File: config.mk
export PLATFORM = sky130hd
export DESIGN_NAME = vtg_timing_gen
export DESIGN_NICKNAME = d
export VERILOG_FILES = /design/src/rtl/vtg_pkg.sv /design/src/rtl/vtg_cfg_calc.sv /design/src/rtl/vtg_axis_decode.sv /design/src/rtl/vtg_timing_gen.sv
export SDC_FILE = /design/constraint.sdc
export NUM_CORES = 1
export LEC_CHECK = 0
export BUFFER_PORTS_ARGS = -buffer_cell sky130_fd_sc_hd__buf_2
export CAP_MARGIN = 30
export CORE_MARGIN = 2
export CORE_UTILIZATION = 45
export CTS_CLUSTER_SIZE = 20
export DETAILED_ROUTE_END_ITERATION = 10
export SETUP_SLACK_MARGIN = 0.15
export SYNTH_ARGS = -nofsm -noshare
export SYNTH_HDL_FRONTEND = slang
export SYNTH_SLANG_ARGS = --single-unit
File: constraint.sdc
create_clock -name clk -period 3.25 [get_ports clk]
set_input_delay 0.325 -clock clk [delete_from_list [all_inputs] [get_ports clk]]
set_output_delay 0.325 -clock clk [all_outputs]
set_load 0.02 [all_outputs]
File: src/rtl/vtg_pkg.sv
package vtg_pkg;
   typedef enum logic [1:0] {
      PF_OFF     = 2'd0,
      PF_CLAMPED = 2'd1,
      PF_EXACT   = 2'd2
   } pf_mode_e;
endpackage

File: src/rtl/vtg_cfg_calc.sv
module vtg_cfg_calc #(
   parameter int HW = 12,
   parameter int VW = 12,
   parameter bit SPLIT_SUPPORT = 1'b1,
   localparam int PW = HW + VW + 1
) (
   input  logic [HW-1:0] h_act_i,
   input  logic [HW-1:0] h_ss_i,
   input  logic [HW-1:0] h_se_i,
   input  logic [HW-1:0] h_tot_i,
   input  logic [VW-1:0] v_act_i,
   input  logic [VW-1:0] v_ss_i,
   input  logic [VW-1:0] v_se_i,
   input  logic [VW-1:0] v_tot_i,
   input  logic          split_i,
   input  logic          link_cmd_i,
   input  logic          hneg_i,
   input  logic          vneg_i,
   input  logic [VW-1:0] budget_i,
   output logic [HW-1:0] h_act_o,
   output logic [HW-1:0] h_ss_o,
   output logic [HW-1:0] h_se_o,
   output logic [HW-1:0] h_tot_o,
   output logic          valid_o,
   output logic          hneg_o,
   output logic          vneg_o,
   output logic [VW-1:0] lines_o,
   output logic [PW-1:0] start_o
);
   import vtg_pkg::*;

   if (HW < 2 || VW < 2) begin : g_bad_width
      $error("vtg_cfg_calc: counter widths must be at least 2");
   end

   if (SPLIT_SUPPORT) begin : g_split
      assign h_act_o = split_i ? (h_act_i >> 1) : h_act_i;
      assign h_ss_o  = split_i ? (h_ss_i  >> 1) : h_ss_i;
      assign h_se_o  = split_i ? (h_se_i  >> 1) : h_se_i;
      assign h_tot_o = split_i ? (h_tot_i >> 1) : h_tot_i;
   end else begin : g_nosplit
      assign h_act_o = h_act_i;
      assign h_ss_o  = h_ss_i;
      assign h_se_o  = h_se_i;
      assign h_tot_o = h_tot_i;
   end

   assign hneg_o = hneg_i & ~link_cmd_i;
   assign vneg_o = vneg_i & ~link_cmd_i;

   logic h_ok, v_ok;
   assign h_ok = (h_se_o <= h_tot_o) && (h_ss_o >= h_act_o) &&
                 (h_se_o >= h_ss_o) && (h_act_o != '0);
   assign v_ok = (v_se_i <= v_tot_i) && (v_ss_i >= v_act_i) &&
                 (v_se_i >= v_ss_i) && (v_act_i != '0);
   assign valid_o = h_ok && v_ok;

   logic [VW-1:0] front_porch, sof_lines, need_lines;
   pf_mode_e      mode;
   logic [PW-1:0] fetch_line_w, line_len_w;

   always_comb begin
      front_porch = v_ss_i - v_act_i;
      sof_lines   = v_tot_i - v_ss_i;
      need_lines  = budget_i - sof_lines;
      if (sof_lines >= budget_i)        mode = PF_OFF;
      else if (front_porch < need_lines) mode = PF_CLAMPED;
      else                               mode = PF_EXACT;
      case (mode)
         PF_CLAMPED: lines_o = front_porch;
         PF_EXACT:   lines_o = need_lines;
         default:    lines_o = '0;
      endcase
      fetch_line_w = PW'(v_tot_i - lines_o);
      line_len_w   = PW'(h_tot_o);
      start_o      = (lines_o != '0) ? (fetch_line_w * line_len_w + PW'(1)) : '0;
   end
endmodule

File: src/rtl/vtg_axis_decode.sv
module vtg_axis_decode #(
   parameter int W = 12
) (
   input  logic [W-1:0] cnt_i,
   input  logic [W-1:0] act_i,
   input  logic [W-1:0] ss_i,
   input  logic [W-1:0] se_i,
   input  logic         neg_i,
   input  logic         run_i,
   output logic         active_o,
   output logic         sync_o
);
   logic in_pulse;
   assign in_pulse = run_i && (cnt_i >= ss_i) && (cnt_i < se_i);
   assign active_o = run_i && (cnt_i < act_i);
   assign sync_o   = in_pulse ^ neg_i;
endmodule

File: src/rtl/vtg_timing_gen.sv
module vtg_timing_gen #(
   parameter int HW = 12,
   parameter int VW = 12,
   parameter int CW = 8,
   parameter bit SPLIT_SUPPORT = 1'b1,
   localparam int PW = HW + VW + 1
) (
   input  logic          clk,
   input  logic          rst_n,
   input  logic          enable,
   input  logic [HW-1:0] cfg_h_active,
   input  logic [HW-1:0] cfg_h_sync_start,
   input  logic [HW-1:0] cfg_h_sync_end,
   input  logic [HW-1:0] cfg_h_total,
   input  logic [VW-1:0] cfg_v_active,
   input  logic [VW-1:0] cfg_v_sync_start,
   input  logic [VW-1:0] cfg_v_sync_end,
   input  logic [VW-1:0] cfg_v_total,
   input  logic          cfg_hsync_neg,
   input  logic          cfg_vsync_neg,
   input  logic          cfg_link_cmd,
   input  logic          cfg_split,
   input  logic [VW-1:0] cfg_fetch_budget,
   output logic [HW-1:0] pix_x,
   output logic [VW-1:0] line_y,
   output logic          de,
   output logic          hsync,
   output logic          vsync,
   output logic          fetch_strobe,
   output logic          fetch_en,
   output logic [VW-1:0] fetch_lines,
   output logic [PW-1:0] fetch_start,
   output logic          cfg_err,
   output logic [CW-1:0] border_color,
   output logic [CW-1:0] underflow_color
);
   if (CW < 1) begin : g_bad_cw
      $error("vtg_timing_gen: colour width must be positive");
   end

   logic [HW-1:0] n_hact, n_hss, n_hse, n_htot;
   logic          cfg_ok, n_hneg, n_vneg;
   logic [VW-1:0] n_lines;
   logic [PW-1:0] n_start;

   vtg_cfg_calc #(.HW(HW), .VW(VW), .SPLIT_SUPPORT(SPLIT_SUPPORT)) u_calc (
      .h_act_i(cfg_h_active), .h_ss_i(cfg_h_sync_start),
      .h_se_i(cfg_h_sync_end), .h_tot_i(cfg_h_total),
      .v_act_i(cfg_v_active), .v_ss_i(cfg_v_sync_start),
      .v_se_i(cfg_v_sync_end), .v_tot_i(cfg_v_total),
      .split_i(cfg_split), .link_cmd_i(cfg_link_cmd),
      .hneg_i(cfg_hsync_neg), .vneg_i(cfg_vsync_neg),
      .budget_i(cfg_fetch_budget),
      .h_act_o(n_hact), .h_ss_o(n_hss), .h_se_o(n_hse), .h_tot_o(n_htot),
      .valid_o(cfg_ok), .hneg_o(n_hneg), .vneg_o(n_vneg),
      .lines_o(n_lines), .start_o(n_start)
   );

   logic [HW-1:0] hact_q, hss_q, hse_q, htot_q, hcnt_q;
   logic [VW-1:0] vact_q, vss_q, vse_q, vtot_q, vcnt_q, pf_lines_q;
   logic [PW-1:0] pf_start_q;
   logic          hneg_q, vneg_q, run_q, err_q;
   logic          line_end, frame_end;

   assign line_end  = (hcnt_q == htot_q - HW'(1));
   assign frame_end = line_end && (vcnt_q == vtot_q - VW'(1));

   always_ff @(posedge clk or negedge rst_n) begin
      if (!rst_n) begin
         hact_q <= '0; hss_q <= '0; hse_q <= '0; htot_q <= '0;
         vact_q <= '0; vss_q <= '0; vse_q <= '0; vtot_q <= '0;
         hneg_q <= 1'b0; vneg_q <= 1'b0;
         pf_lines_q <= '0; pf_start_q <= '0;
         hcnt_q <= '0; vcnt_q <= '0; run_q <= 1'b0; err_q <= 1'b0;
      end else begin
         err_q <= enable && !cfg_ok;
         if (!enable) begin
            run_q  <= 1'b0;
            hcnt_q <= '0;
            vcnt_q <= '0;
         end else if (!run_q || frame_end) begin
            hcnt_q <= '0;
            vcnt_q <= '0;
            if (cfg_ok) begin
               run_q  <= 1'b1;
               hact_q <= n_hact; hss_q <= n_hss; hse_q <= n_hse; htot_q <= n_htot;
               vact_q <= cfg_v_active; vss_q <= cfg_v_sync_start;
               vse_q  <= cfg_v_sync_end; vtot_q <= cfg_v_total;
               hneg_q <= n_hneg; vneg_q <= n_vneg;
               pf_lines_q <= n_lines; pf_start_q <= n_start;
            end
         end else if (line_end) begin
            hcnt_q <= '0;
            vcnt_q <= vcnt_q + VW'(1);
         end else begin
            hcnt_q <= hcnt_q + HW'(1);
         end
      end
   end

   logic h_act_w, v_act_w;

   vtg_axis_decode #(.W(HW)) u_hdec (
      .cnt_i(hcnt_q), .act_i(hact_q), .ss_i(hss_q), .se_i(hse_q),
      .neg_i(hneg_q), .run_i(run_q), .active_o(h_act_w), .sync_o(hsync)
   );
   vtg_axis_decode #(.W(VW)) u_vdec (
      .cnt_i(vcnt_q), .act_i(vact_q), .ss_i(vss_q), .se_i(vse_q),
      .neg_i(vneg_q), .run_i(run_q), .active_o(v_act_w), .sync_o(vsync)
   );

   assign de              = h_act_w && v_act_w;
   assign pix_x           = hcnt_q;
   assign line_y          = vcnt_q;
   assign fetch_en        = (pf_lines_q != '0);
   assign fetch_lines     = pf_lines_q;
   assign fetch_start     = pf_start_q;
   assign fetch_strobe    = run_q && fetch_en && (hcnt_q == '0) &&
                            (vcnt_q == vtot_q - pf_lines_q);
   assign cfg_err         = err_q;
   assign border_color    = '0;
   assign underflow_color = '1;

   assert_count_range_R1: assert property (@(posedge clk) disable iff (!rst_n)
      run_q |-> (hcnt_q < htot_q && vcnt_q < vtot_q));
   assert_de_outside_sync_R3: assert property (@(posedge clk) disable iff (!rst_n)
      de |-> (hsync == hneg_q));
   assert_lines_in_porch_R7: assert property (@(posedge clk) disable iff (!rst_n)
      run_q |-> (pf_lines_q <= vtot_q - vact_q));
   assert_strobe_pulse_R9: assert property (@(posedge clk) disable iff (!rst_n)
      fetch_strobe |=> !fetch_strobe);
   assert_start_needs_valid_R10: assert property (@(posedge clk) disable iff (!rst_n)
      $rose(run_q) |-> $past(cfg_ok));
   assert_reload_at_wrap_R11: assert property (@(posedge clk) disable iff (!rst_n)
      (run_q && $past(run_q) && (!$stable(htot_q) || !$stable(pf_start_q)))
      |-> (hcnt_q == '0 && vcnt_q == '0));
   assert_stop_when_off_R13: assert property (@(posedge clk) disable iff (!rst_n)
      !enable |=> !run_q);
endmodule

==> flow_summary.rst, run 1 <==
.. list-table::
   :header-rows: 1

   * - Metric
     - Value
   * - Outcome
     - finished, violations left
   * - Violated checks
     - negative setup slack
   * - Slew headroom
     - 51.7%
   * - Via count
     - 19,200
   * - Cts bufs inserted
     - 17
   * - Clk sink count
     - 161
   * - Wire length of the first global-routing pass
     - 104,000 µm
   * - Pin count of the biggest net entering global routing
     - 79
   * - Post-DRT Antenna Nets
     - 0
   * - Count of nets after finishing
     - 3,504
   * - Yosys warning total
     - 0
   * - Highest-count cells in the layout ignoring fill and taps
     - sky130_fd_sc_hd__buf_4 (458), sky130_fd_sc_hd__inv_1 (321), sky130_fd_sc_hd__ha_1 (201)
   * - Clock network latency to the later pin of the worst-skew pair
     - 0.50 ns
   * - Setup-failing EPs final
     - 38
   * - Overflow left after global routing
     - 0
   * - Area overhead of the layout relative to synthesis
     - 48.9%
   * - Post-synth cell types
     - 79
   * - Clock period minus worst slack
     - 10.36 ns
   * - Total placed instance area
     - 0.0249 mm²
   * - Critical path endpoint category
     - flop
   * - Top_reg_cell synth
     - sky130_fd_sc_hd__dfrtp_1
   * - Maximum frequency from static timing analysis
     - 0.0965 GHz
   * - Core area
     - 0.0431 mm²
   * - Routed WL
     - 69,900 µm
   * - Number of global-route vias before repair
     - 19,400
   * - Iteration-0 DRC count of the detailed router
     - 1,296
   * - Unrepaired setup endpoints after global routing
     - true
   * - Sum of net half-perimeters after detailed placement
     - 51,200 µm
   * - Last weighted congestion value of the routability-driven placer
     - 0.930
   * - WS Path Type
     - in2reg
   * - Max Slew Vio Count
     - 0
   * - Maximum fanout encountered on the critical timing path
     - 5
   * - Number of max-capacitance violations reported
     - 0
   * - CP required
     - 3.64 ns
   * - Number of levels in the clock H-tree
     - 4
   * - Detailed-route DRC error count
     - 0
   * - Routed vias/inst
     - 5.36
   * - Post-synthesis sequential area ratio
     - 20.5%
   * - CP dominant cell by count
     - sky130_fd_sc_hd__fa_1
   * - Final period utilization
     - 319%
   * - Post-route core utilization
     - 67.8%
   * - Cell with the largest stage delay on the worst path
     - sky130_fd_sc_hd__fa_1
   * - Commonest non-fill, non-tap cell in the layout
     - sky130_fd_sc_hd__buf_4
   * - FFs w/ async S/R, synth
     - 100%
   * - Filler cell count in the final layout
     - 3,415
   * - Number of antenna violations at the first check in global routing
     - 1
   * - Area of the multi-input gates
     - 0.0161 mm²
   * - Overall die height
     - 213 µm
   * - Number of I/O pins
     - 198
   * - Post-place setup slack
     - -7.81 ns
   * - Number of buffers added on ports
     - 181
   * - Synth Instances
     - 2,274
   * - # rows
     - 76
   * - Final Hold Vio Count
     - 0
   * - Number of inserted diodes
     - 0
   * - Overall die area
     - 0.0453 mm²
   * - Proportion of layout cells with a drive suffix above 1
     - 41.1%
   * - Clock tree from TritonCTS
     - built
   * - Setup WS post-layout
     - -7.11 ns
   * - Mapped cell area
     - 0.0196 mm²
   * - Max Root-Sink Buffers
     - 2
   * - Length of the first detailed-routing pass in iterations
     - 5
   * - Wirelength per Cell
     - 19.5 µm
   * - Slew at the pin with the worst max-slew slack
     - 0.718 ns
   * - Synthesized area per cell
     - 8.63 µm²
   * - Arrival time worst endpoint
     - 10.75 ns
   * - Area of all placed cells without fillers
     - 0.0292 mm²
   * - Total area of sequential cells
     - 0.00403 mm²
   * - Setup crit start kind
     - input port
   * - Die Span X
     - 213 µm
   * - Count of state elements after synthesis
     - 161
   * - Clock transition at path regs
     - 0.09 ns
   * - Slowest Stage Delay on Critical Path
     - 0.53 ns
   * - HP Class
     - in2reg
   * - Root Buffer Master
     - sky130_fd_sc_hd__clkbuf_16
   * - Number of flops mapped to enable cells by yosys
     - 0
   * - Initial Util
     - 45.6%
   * - Combined global-route utilization of all metal layers
     - 29.8%
   * - Final worst clock skew
     - 0.0276 ns
synthesized netlist by cell type (5+ instances only):
master                     count  share of area [%]
sky130_fd_sc_hd__a211oi_1     17               0.65
sky130_fd_sc_hd__a21boi_0      5               0.19
sky130_fd_sc_hd__a21o_1       57                2.2
sky130_fd_sc_hd__a21oi_1      95                2.4
sky130_fd_sc_hd__a22o_1       24                1.1
sky130_fd_sc_hd__a31oi_1       8               0.26
sky130_fd_sc_hd__and2_1       10               0.32
sky130_fd_sc_hd__and3_1       12               0.38
sky130_fd_sc_hd__buf_1         7               0.13
sky130_fd_sc_hd__buf_2        14               0.36
sky130_fd_sc_hd__buf_4        16               0.61
sky130_fd_sc_hd__clkbuf_1     44               0.84
sky130_fd_sc_hd__dfrtp_1     161                 21
sky130_fd_sc_hd__fa_1        152                 16
sky130_fd_sc_hd__ha_1        249                 16
sky130_fd_sc_hd__inv_1       366                7.0
sky130_fd_sc_hd__mux2_2       36                2.1
sky130_fd_sc_hd__mux2i_1      25                1.3
sky130_fd_sc_hd__nand2_1     224                4.3
sky130_fd_sc_hd__nand2b_1     32                1.0
sky130_fd_sc_hd__nand3_1      40                1.0
sky130_fd_sc_hd__nand4_1      17               0.54
sky130_fd_sc_hd__nor2_1      163                3.1
sky130_fd_sc_hd__nor2b_1      21               0.67
sky130_fd_sc_hd__nor3_1       31               0.79
sky130_fd_sc_hd__nor4_1       26               0.83
sky130_fd_sc_hd__o211a_1      10               0.51
sky130_fd_sc_hd__o211ai_1     15               0.57
sky130_fd_sc_hd__o21a_1        8               0.31
sky130_fd_sc_hd__o21ai_0     120                3.1
sky130_fd_sc_hd__o21ai_1      17               0.43
sky130_fd_sc_hd__o31ai_1       6               0.23
sky130_fd_sc_hd__or2_2         6               0.19
sky130_fd_sc_hd__or3_1        13               0.41
sky130_fd_sc_hd__or4_1         7               0.27
sky130_fd_sc_hd__xnor2_1      86                3.8
sky130_fd_sc_hd__xor2_1       53                2.4
cell families after synthesis:
kind of cell,Yosys count,synth area share [%]
and+or+nand+nor,626,15.0
buffers and inverters,452,9.12
AOI/OAI and AO/OA,432,14.4
adders and majority gates,401,31.4
DFF,161,20.5
xor gates and xnor gates,139,6.20
muxes,61,3.34
other,2,0.0383
registers in the layout, summed over array words and instances, names as in the netlist, 12 cells and up:
register     cells
hact_q          12
pix_x           12
vtot_q          12
line_y          12
vact_q          12
fetch_lines     12
htot_q          12
vss_q           12
vse_q           12
hss_q           12
hse_q           12
fetch_start     25
area by class of cell:
class                           count  share of cell area, %
Multi-Input combinational cell   1675                   55.1
Tap cell                          585                   2.50
Clock inverter                     13                  0.548
Clock buffer                       19                   1.52
Timing Repair Buffer              764                   21.7
Inverter                          369                   4.84
Sequential cell                   161                   13.8
metrics by stage:
stage,hold slack (ns),std cells,setup TNS [ns]
3_5_place_dp,0.355,3418,-252.93
5_1_grt,0.0957,3586,-184.19
2_1_floorplan,0.0294,2288,-166.18
3_3_place_gp,0.351,3418,-244.89
6_report,0.0903,3586,-166.50
4_1_cts,0.0669,3514,-159.36
worst max-delay path: cells and delay by family:
family | cells | cell delay (ns)
XOR/XNOR | 4 | 0.57
AND/OR/NAND/NOR | 17 | 2.42
AO/OA/AOI/OAI | 18 | 3.16
adder cells (fa/ha/maj) | 10 | 3.70
buffers and inverters | 7 | 0.56
metal layers:
metal | routed length [µm] | global-route usage [%]
met3 | 3920 | 4.12
met4 | 2730 | 11.4
met2 | 34400 | 50.0
met1 | 28900 | 39.0
met5 | 0 | 0
what timing repair did:
item,4_1_cts,5_1_grt
hold buffers,1,0
gates resized for setup,240,300
cloned,5,26
hold endpoints to repair,55,0
setup buffers,58,46
pin swaps,177,147
endpoints found under the setup margin,139,142
path summary, 6_finish.rpt:
check | cells after the start | endpoint | slack, ns | from
setup reg to reg | 9 | fetch_start[2] | 0.05 | htot_q[5]
max in group asynchronous | 3 | line_y[1] | 1.96 | rst_n
hold reg to reg | 2 | hact_q[3] | 0.49 | hact_q[3]
hold / removal | 3 | vneg_q | 0.09 | cfg_vsync_neg
setup / recovery | 56 | fetch_start[24] | -7.11 | cfg_v_sync_start[1]
min in group asynchronous | 2 | fetch_start[24] | 0.39 | rst_n
Power of run 1 is left out: the tool's default activity adds up to more than one toggle a clock period on the data nets, which glitch-free logic cannot reach.
==> inputs of run 2 (changes only) <==
--- a/config.mk
+++ b/config.mk
@@ -6,11 +6,11 @@
 export NUM_CORES = 1
 export LEC_CHECK = 0
 export BUFFER_PORTS_ARGS = -buffer_cell sky130_fd_sc_hd__buf_2
-export CAP_MARGIN = 30
 export CORE_MARGIN = 2
 export CORE_UTILIZATION = 45
 export CTS_CLUSTER_SIZE = 20
 export DETAILED_ROUTE_END_ITERATION = 10
+export REMOVE_ABC_BUFFERS = 1
 export SETUP_SLACK_MARGIN = 0.15
 export SYNTH_ARGS = -nofsm -noshare
 export SYNTH_HDL_FRONTEND = slang
==> run 2 against run 1 <==
Net effect:
- the run still ends with negative setup slack left
- critical path depth fell by 2
- via count decreased by 2.0%
- non-clock buffer count is 40 lower
- global-route usage grew 0.34 points
- core utilization is 2.8 points lower
- flip-flop and latch count did not move
- maximum frequency down 0.40%
- setup slack got worse by 0.042 ns
- register-to-register slack better by 0.03 ns
- clock-buffer cell count down 2
- largest cell class unchanged
==> flow_summary.rst, run 2 (same netlist as run 1, synthesis figures left out) <==
.. list-table::
   :header-rows: 1

   * - Metric
     - Value
   * - Slowest Stage Delay on Critical Path
     - 0.54 ns (about the same)
   * - Worst reg2reg setup slack
     - 0.08 ns (+0.03 ns)
   * - Cell with the largest stage delay on the worst path
     - sky130_fd_sc_hd__fa_2
   * - Combined global-route utilization of all metal layers
     - 30.1% (+0.34 points)
   * - Arrival time worst endpoint
     - 10.76 ns (about the same)
   * - Final period utilization
     - 320% (+1.3 points)
   * - Clock period minus worst slack
     - 10.40 ns (+0.0419 ns)
   * - Cts bufs inserted
     - 17 (unchanged)
   * - Reg-to-reg endpoint
     - fetch_start[12]
   * - Setup-failing EPs final
     - 42 (+11%)
   * - Number of buffers added on ports
     - 181 (unchanged)
   * - Final Hold Vio Count
     - 0 (unchanged)
   * - WS Path Type
     - in2reg
   * - Overall die area
     - 0.0453 mm² (unchanged)
   * - Worst hold stages
     - 3 (unchanged)
   * - Number of I/O pins
     - 198 (unchanged)
   * - Number of antenna violations at the first check in global routing
     - 3 (+2)
   * - Highest-count cells in the layout ignoring fill and taps
     - sky130_fd_sc_hd__buf_4 (455), sky130_fd_sc_hd__inv_1 (335), sky130_fd_sc_hd__nand2_1 (202)
   * - Number of levels in the clock H-tree
     - 4 (unchanged)
   * - Max Root-Sink Buffers
     - 2 (unchanged)
   * - Length of the first detailed-routing pass in iterations
     - 5 (unchanged)
   * - CP dominant cell by count
     - sky130_fd_sc_hd__a21oi_2
   * - Largest register FFs
     - 25 (unchanged)
   * - Overall die height
     - 213 µm (unchanged)
   * - Area overhead of the layout relative to synthesis
     - 42.8%
   * - Iteration-0 DRC count of the detailed router
     - 1,016 (-22%)
   * - Routed vias/inst
     - 5.31 (-1.0%)
   * - Initial Util
     - 45.6% (unchanged)
   * - Die Span X
     - 213 µm (unchanged)
   * - Core area
     - 0.0431 mm² (unchanged)
   * - Violated checks
     - negative setup slack
   * - # rows
     - 76 (unchanged)
   * - Wirelength per Cell
     - 19.0 µm (-2.3%)
   * - Total placed instance area
     - 0.0243 mm² (-2.6%)
   * - Clk sink count
     - 161 (unchanged)
   * - Sum of net half-perimeters after detailed placement
     - 51,200 µm (about the same)
   * - Count of nets after finishing
     - 3,464 (-1.1%)
   * - Root Buffer Master
     - sky130_fd_sc_hd__clkbuf_16
   * - Slew headroom
     - 49.4% (-2.3 points)
   * - Clock tree from TritonCTS
     - built
   * - Overflow left after global routing
     - 0 (unchanged)
   * - Clock transition at path regs
     - 0.07 ns (-0.02 ns)
   * - Setup WS post-layout
     - -7.15 ns (-0.0419 ns)
   * - Post-DRT Antenna Nets
     - 0 (unchanged)
   * - Setup crit start kind
     - input port
   * - Via count
     - 18,800 (-2.0%)
   * - Maximum fanout encountered on the critical timing path
     - 5 (unchanged)
   * - Start point of the worst hold path
     - cfg_hsync_neg
   * - Max Slew Vio Count
     - 0 (unchanged)
   * - Post-place setup slack
     - -8.61 ns (-0.800 ns)
   * - Proportion of layout cells with a drive suffix above 1
     - 35.7% (-5.4 points)
   * - Last weighted congestion value of the routability-driven placer
     - 0.957 (+2.8%)
   * - Wire length of the first global-routing pass
     - 105,000 µm (+1.0%)
   * - Final worst clock skew
     - 0.00872 ns (-0.0188 ns)
   * - Routed WL
     - 67,600 µm (-3.4%)
   * - Origin of the critical flop-to-flop path
     - htot_q[0]
   * - Area of all placed cells without fillers
     - 0.0280 mm² (-4.1%)
   * - Pin count of the biggest net entering global routing
     - 72 (-8.9%)
   * - Commonest non-fill, non-tap cell in the layout
     - sky130_fd_sc_hd__buf_4
   * - WHS Endpoint
     - hneg_q
   * - Critical path endpoint category
     - flop
   * - Slew at the pin with the worst max-slew slack
     - 0.759 ns (+0.0410 ns)
   * - Outcome
     - finished, violations left
   * - Detailed-route DRC error count
     - 0 (unchanged)
   * - R2R cell count
     - 14 (+5)
   * - Number of max-capacitance violations reported
     - 0 (unchanged)
   * - Filler cell count in the final layout
     - 3,539 (+3.6%)
   * - Clock network latency to the later pin of the worst-skew pair
     - 0.47 ns (-0.03 ns)
   * - HP Class
     - in2reg
   * - CP required
     - 3.60 ns (-0.04 ns)
   * - Number of global-route vias before repair
     - 19,500 (+0.79%)
   * - Maximum frequency from static timing analysis
     - 0.0961 GHz (-0.40%)
   * - Unrepaired setup endpoints after global routing
     - true
[run 2: cell types whose count changed in the layout (fill, tap and decap cells not counted), moves of 14 or more]
cell,previous run,this run
sky130_fd_sc_hd__inv_1,321,335
sky130_fd_sc_hd__nor2_4,27,5
sky130_fd_sc_hd__a21oi_1,54,72
sky130_fd_sc_hd__a21oi_2,36,22
sky130_fd_sc_hd__nand2_2,34,16
sky130_fd_sc_hd__nand2_4,26,6
sky130_fd_sc_hd__clkbuf_16,36,20
sky130_fd_sc_hd__o21ai_1,54,34
sky130_fd_sc_hd__o21ai_0,32,84
sky130_fd_sc_hd__nand2_1,164,202
sky130_fd_sc_hd__buf_6,89,62
sky130_fd_sc_hd__nor2_1,125,147
sky130_fd_sc_hd__o21ai_2,50,18
[run 2: worst max path at each step]
stage / start / endpoint / slack [ns]
finish: cfg_v_sync_start[1] / fetch_start[22] / -7.15
global route: cfg_v_sync_start[1] / fetch_start[19] / -7.64
CTS: cfg_v_sync_start[1] / fetch_start[21] / -7.07
detailed placement: cfg_v_total[0] / fetch_start[22] / -8.61
global placement: cfg_v_sync_start[1] / fetch_start[24] / -8.41
floorplan: cfg_v_sync_start[1] / fetch_start[24] / -8.81
[run 2: metrics by stage]
stage / utilization, % / cells / setup TNS (ns) / hold slack [ns]
floorplan: - / 2205 / -417.72 / 0.0294
global placement: 56.4 / 3406 / -252.27 / 0.388
detailed placement: 56.4 / 3406 / -261.29 / 0.386
CTS: 63.2 / 3514 / -160.47 / 0.103
global route: 65.0 / 3549 / -186.20 / 0.120
finish: 65.0 / 3549 / -165.40 / 0.119
[run 2: per-layer routing]
layer / vias up / routed length, µm / GRT usage, %
li1: 8924 / - / -
met1: 9227 / 28500 / 39.0
met2: 551 / 32800 / 50.9
met3: 136 / 3810 / 4.35
met4: 0 / 2460 / 11.4
met5: - / 0 / 0
[run 2: area by class of cell]
class                   count  area [µm²]  share of cell area [%]
clock buffers              17         425                    1.52
multi-input cells        1675       15500                    55.2
well taps                 585         732                    2.61
clock inverters            15         165                   0.589
diodes                      3        7.51                  0.0268
repair buffers            724        5810                    20.7
inverters                 369        1390                    4.97
flip-flops and latches    161        4030                    14.4
[run 2: what timing repair did]
| action | CTS | global route |
|---|---|---|
| hold buffers | 1 | 0 |
| gates cloned | 12 | 3 |
| endpoints found under the hold margin | 68 | 0 |
| buffers inserted | 63 | 29 |
| pin swaps | 198 | 113 |
| endpoints found under the setup margin | 139 | 140 |
| resized for setup | 335 | 107 |
[run 2: critical path: cells and delay by family]
family | cells | cell delay, ns
AOI/OAI and AO/OA | 19 | 3.13
and+or+nand+nor | 13 | 1.98
buffers and inverters | 9 | 0.94
xor gates and xnor gates | 3 | 0.48
adders and majority gates | 10 | 3.90
Power of run 2 is left out for the same reason.
==> inputs of run 3 (changes only) <==
--- a/config.mk
+++ b/config.mk
@@ -6,6 +6,7 @@
 export NUM_CORES = 1
 export LEC_CHECK = 0
 export BUFFER_PORTS_ARGS = -buffer_cell sky130_fd_sc_hd__buf_2
+export CORE_ASPECT_RATIO = 0.5
 export CORE_MARGIN = 2
 export CORE_UTILIZATION = 45
 export CTS_CLUSTER_SIZE = 20
==> run 3 against run 2 <==
Net effect:
- the flow still finishes with violations (negative setup slack)
- critical path type unchanged
- non-clock buffer count increased by 26
- highest routed layer unchanged
- maximum frequency increased by 0.19%
- die area increased by 0.23%
==> flow_summary.rst, run 3 (same netlist as run 1, synthesis figures left out) <==
.. list-table::
   :header-rows: 1

   * - Metric
     - Value
   * - Outcome
     - finished, violations left
   * - Violated checks
     - negative setup slack
   * - Setup-failing EPs final
     - 136 (+220%)
   * - CP dominant cell by count
     - sky130_fd_sc_hd__fa_1
   * - Final Instance Count excl. Fillers
     - 3,577 (+0.79%)
   * - Post-DRT Antenna Nets
     - 0 (unchanged)
   * - Launching instance or port of the critical path
     - cfg_v_sync_start[1]
   * - Slowest Stage Delay on Critical Path
     - 0.57 ns (+0.03 ns)
   * - Commonest non-fill, non-tap cell in the layout
     - sky130_fd_sc_hd__buf_4
   * - Final worst clock skew
     - 0.0212 ns (+0.0124 ns)
   * - Max Root-Sink Buffers
     - 2 (unchanged)
   * - Origin of the critical flop-to-flop path
     - htot_q[1]
   * - Detailed-route DRC error count
     - 0 (unchanged)
   * - Overall die area
     - 0.0454 mm² (+0.23%)
   * - HP Class
     - in2reg
   * - Pin count of the biggest net entering global routing
     - 76 (+5.6%)
   * - Clock transition at path regs
     - 0.08 ns (about the same)
   * - Slew headroom
     - 43.6% (-5.8 points)
   * - Number of max-capacitance violations reported
     - 0 (unchanged)
   * - Setup crit start kind
     - input port
   * - # placed instances
     - 3,422 (+0.47%)
   * - Clock network latency to the later pin of the worst-skew pair
     - 0.47 ns (about the same)
   * - CP required
     - 3.62 ns (+0.02 ns)
   * - Wirelength per Cell
     - 19.2 µm (+0.67%)
   * - Count of nets after finishing
     - 3,490 (+0.75%)
   * - Highest-count cells in the layout ignoring fill and taps
     - sky130_fd_sc_hd__buf_4 (458), sky130_fd_sc_hd__inv_1 (333), sky130_fd_sc_hd__ha_1 (213)
   * - Cell with the largest stage delay on the worst path
     - sky130_fd_sc_hd__fa_1
   * - Final TNS setup
     - -183.20 ns (-17.80 ns)
   * - Post-place setup slack
     - -8.67 ns (-0.0555 ns)
   * - Filler cell count in the final layout
     - 3,462 (-2.2%)
   * - Cts bufs inserted
     - 17 (unchanged)
   * - Number of global-route vias before repair
     - 18,500 (-5.2%)
   * - Critical path endpoint category
     - flop
   * - Met3 wirelength from detailed routing
     - 3620 µm (-5.0%)
   * - # rows
     - 54 (-29%)
   * - Slew at the pin with the worst max-slew slack
     - 0.847 ns (+0.0874 ns)
   * - Area overhead of the layout relative to synthesis
     - 45.7%
   * - Final Hold Vio Count
     - 0 (unchanged)
   * - Routed wl met2
     - 31,900 µm (-2.9%)
   * - Largest register FFs
     - 25 (unchanged)
   * - Clock tree from TritonCTS
     - built
   * - Number of I/O pins
     - 198 (unchanged)
   * - Number of antenna violations at the first check in global routing
     - 2 (-1)
   * - Last weighted congestion value of the routability-driven placer
     - 0.961 (+0.39%)
   * - Post-route core utilization
     - 66.0% (+0.98 points)
   * - Setup WS post-layout
     - -7.13 ns (+0.0194 ns)
   * - WS Path Type
     - in2reg
   * - Clk sink count
     - 161 (unchanged)
   * - Routed vias/inst
     - 5.30 (-0.18%)
   * - Maximum frequency from static timing analysis
     - 0.0963 GHz (+0.19%)
   * - Core area
     - 0.0433 mm² (+0.54%)
   * - Number of buffers added on ports
     - 181 (unchanged)
   * - Proportion of layout cells with a drive suffix above 1
     - 39.0% (+3.3 points)
   * - Routed WL
     - 68,600 µm (+1.5%)
   * - Clock period minus worst slack
     - 10.38 ns (-0.0194 ns)
   * - Via count
     - 19,000 (+0.61%)
   * - Arrival time worst endpoint
     - 10.75 ns (about the same)
   * - Detailed-route wire length on metal 1
     - 31,400 µm (+10%)
   * - Combined global-route utilization of all metal layers
     - 29.1% (-0.99 points)
   * - Max Slew Vio Count
     - 0 (unchanged)
   * - Overall die height
     - 152 µm (-29%)
   * - Die Span X
     - 299 µm (+41%)
   * - Maximum fanout encountered on the critical timing path
     - 3 (-2)
   * - Final period utilization
     - 320% (-0.60 points)
   * - Overflow left after global routing
     - 0 (unchanged)
   * - Start point of the worst hold path
     - cfg_hsync_neg
   * - Sum of net half-perimeters after detailed placement
     - 50,200 µm (-2.0%)
   * - Unrepaired setup endpoints after global routing
     - true
   * - Top sig layer
     - met4
   * - Number of levels in the clock H-tree
     - 4 (unchanged)
   * - Wire length of the first global-routing pass
     - 102,000 µm (-2.4%)
   * - Iteration-0 DRC count of the detailed router
     - 1,173 (+15%)
   * - Length of the first detailed-routing pass in iterations
     - 5 (unchanged)
   * - Root Buffer Master
     - sky130_fd_sc_hd__clkbuf_16
   * - Initial Util
     - 45.3% (-0.24 points)
## run 3: changes by cell type in the layout (fill, tap and decap cells not counted), sizes merged
cell / before / now
buf: 714 / 735
bufbuf: 6 / 4
bufinv: 0 / 1
clkbuf: 20 / 27
diode: 3 / 2
inv: 374 / 373
## run 3: worst max-delay path, delay by kind of cell
kind | cells | cell delay, ns
and+or+nand+nor | 12 | 1.78
adders and majority gates | 11 | 4.27
AOI/OAI and AO/OA | 17 | 2.93
xor gates and xnor gates | 4 | 0.57
buffers and inverters | 11 | 0.86
## run 3: per-stage QoR
step	hold WS, ns	cell area, µm²
final	0.104	28600
after detailed placement	0.367	24400
after global routing	0.127	28600
after CTS	0.112	26900
after floorplan	0.0294	19300
after global placement	0.371	24400
## run 3: per-layer routing
| metal | GRT usage [%] | vias to the layer above |
|---|---|---|
| met4 | 7.68 | 0 |
| li1 | - | 8995 |
| met5 | 0 | - |
| met1 | 41.0 | 9344 |
| met2 | 47.6 | 506 |
| met3 | 3.61 | 108 |
## run 3: repair_timing
| item | 4_1_cts | 5_1_grt |
|---|---|---|
| buffers inserted | 51 | 43 |
| setup endpoints to repair | 141 | 151 |
| pin swaps | 143 | 175 |
| cloned | 13 | 13 |
| resized for setup | 290 | 305 |
| hold buffers | 1 | 0 |
| endpoints found under the hold margin | 71 | 0 |
## run 3: worst paths after layout
path | end | cells past startpoint | slack, ns
setup / recovery | fetch_start[22] | 55 | -7.13
hold / removal | hneg_q | 3 | 0.10
setup reg to reg | fetch_start[14] | 14 | -0.32
hold reg to reg | hse_q[0] | 2 | 0.48
max in group asynchronous | vtot_q[6] | 3 | 1.99
min in group asynchronous | fetch_start[21] | 2 | 0.37
## run 3: cell type report
class	instances	area, µm²	share of cell area [%]
Multi-Input combinational cell	1675	15600	54.4
Inverter	369	1390	4.86
Sequential cell	161	4030	14.1
Clock buffer	17	425	1.49
Tap cell	588	736	2.57
Antenna cell	2	5.00	0.0175
Timing Repair Buffer	750	6260	21.9
Clock inverter	15	191	0.669
Power of run 3 is left out for the same reason.
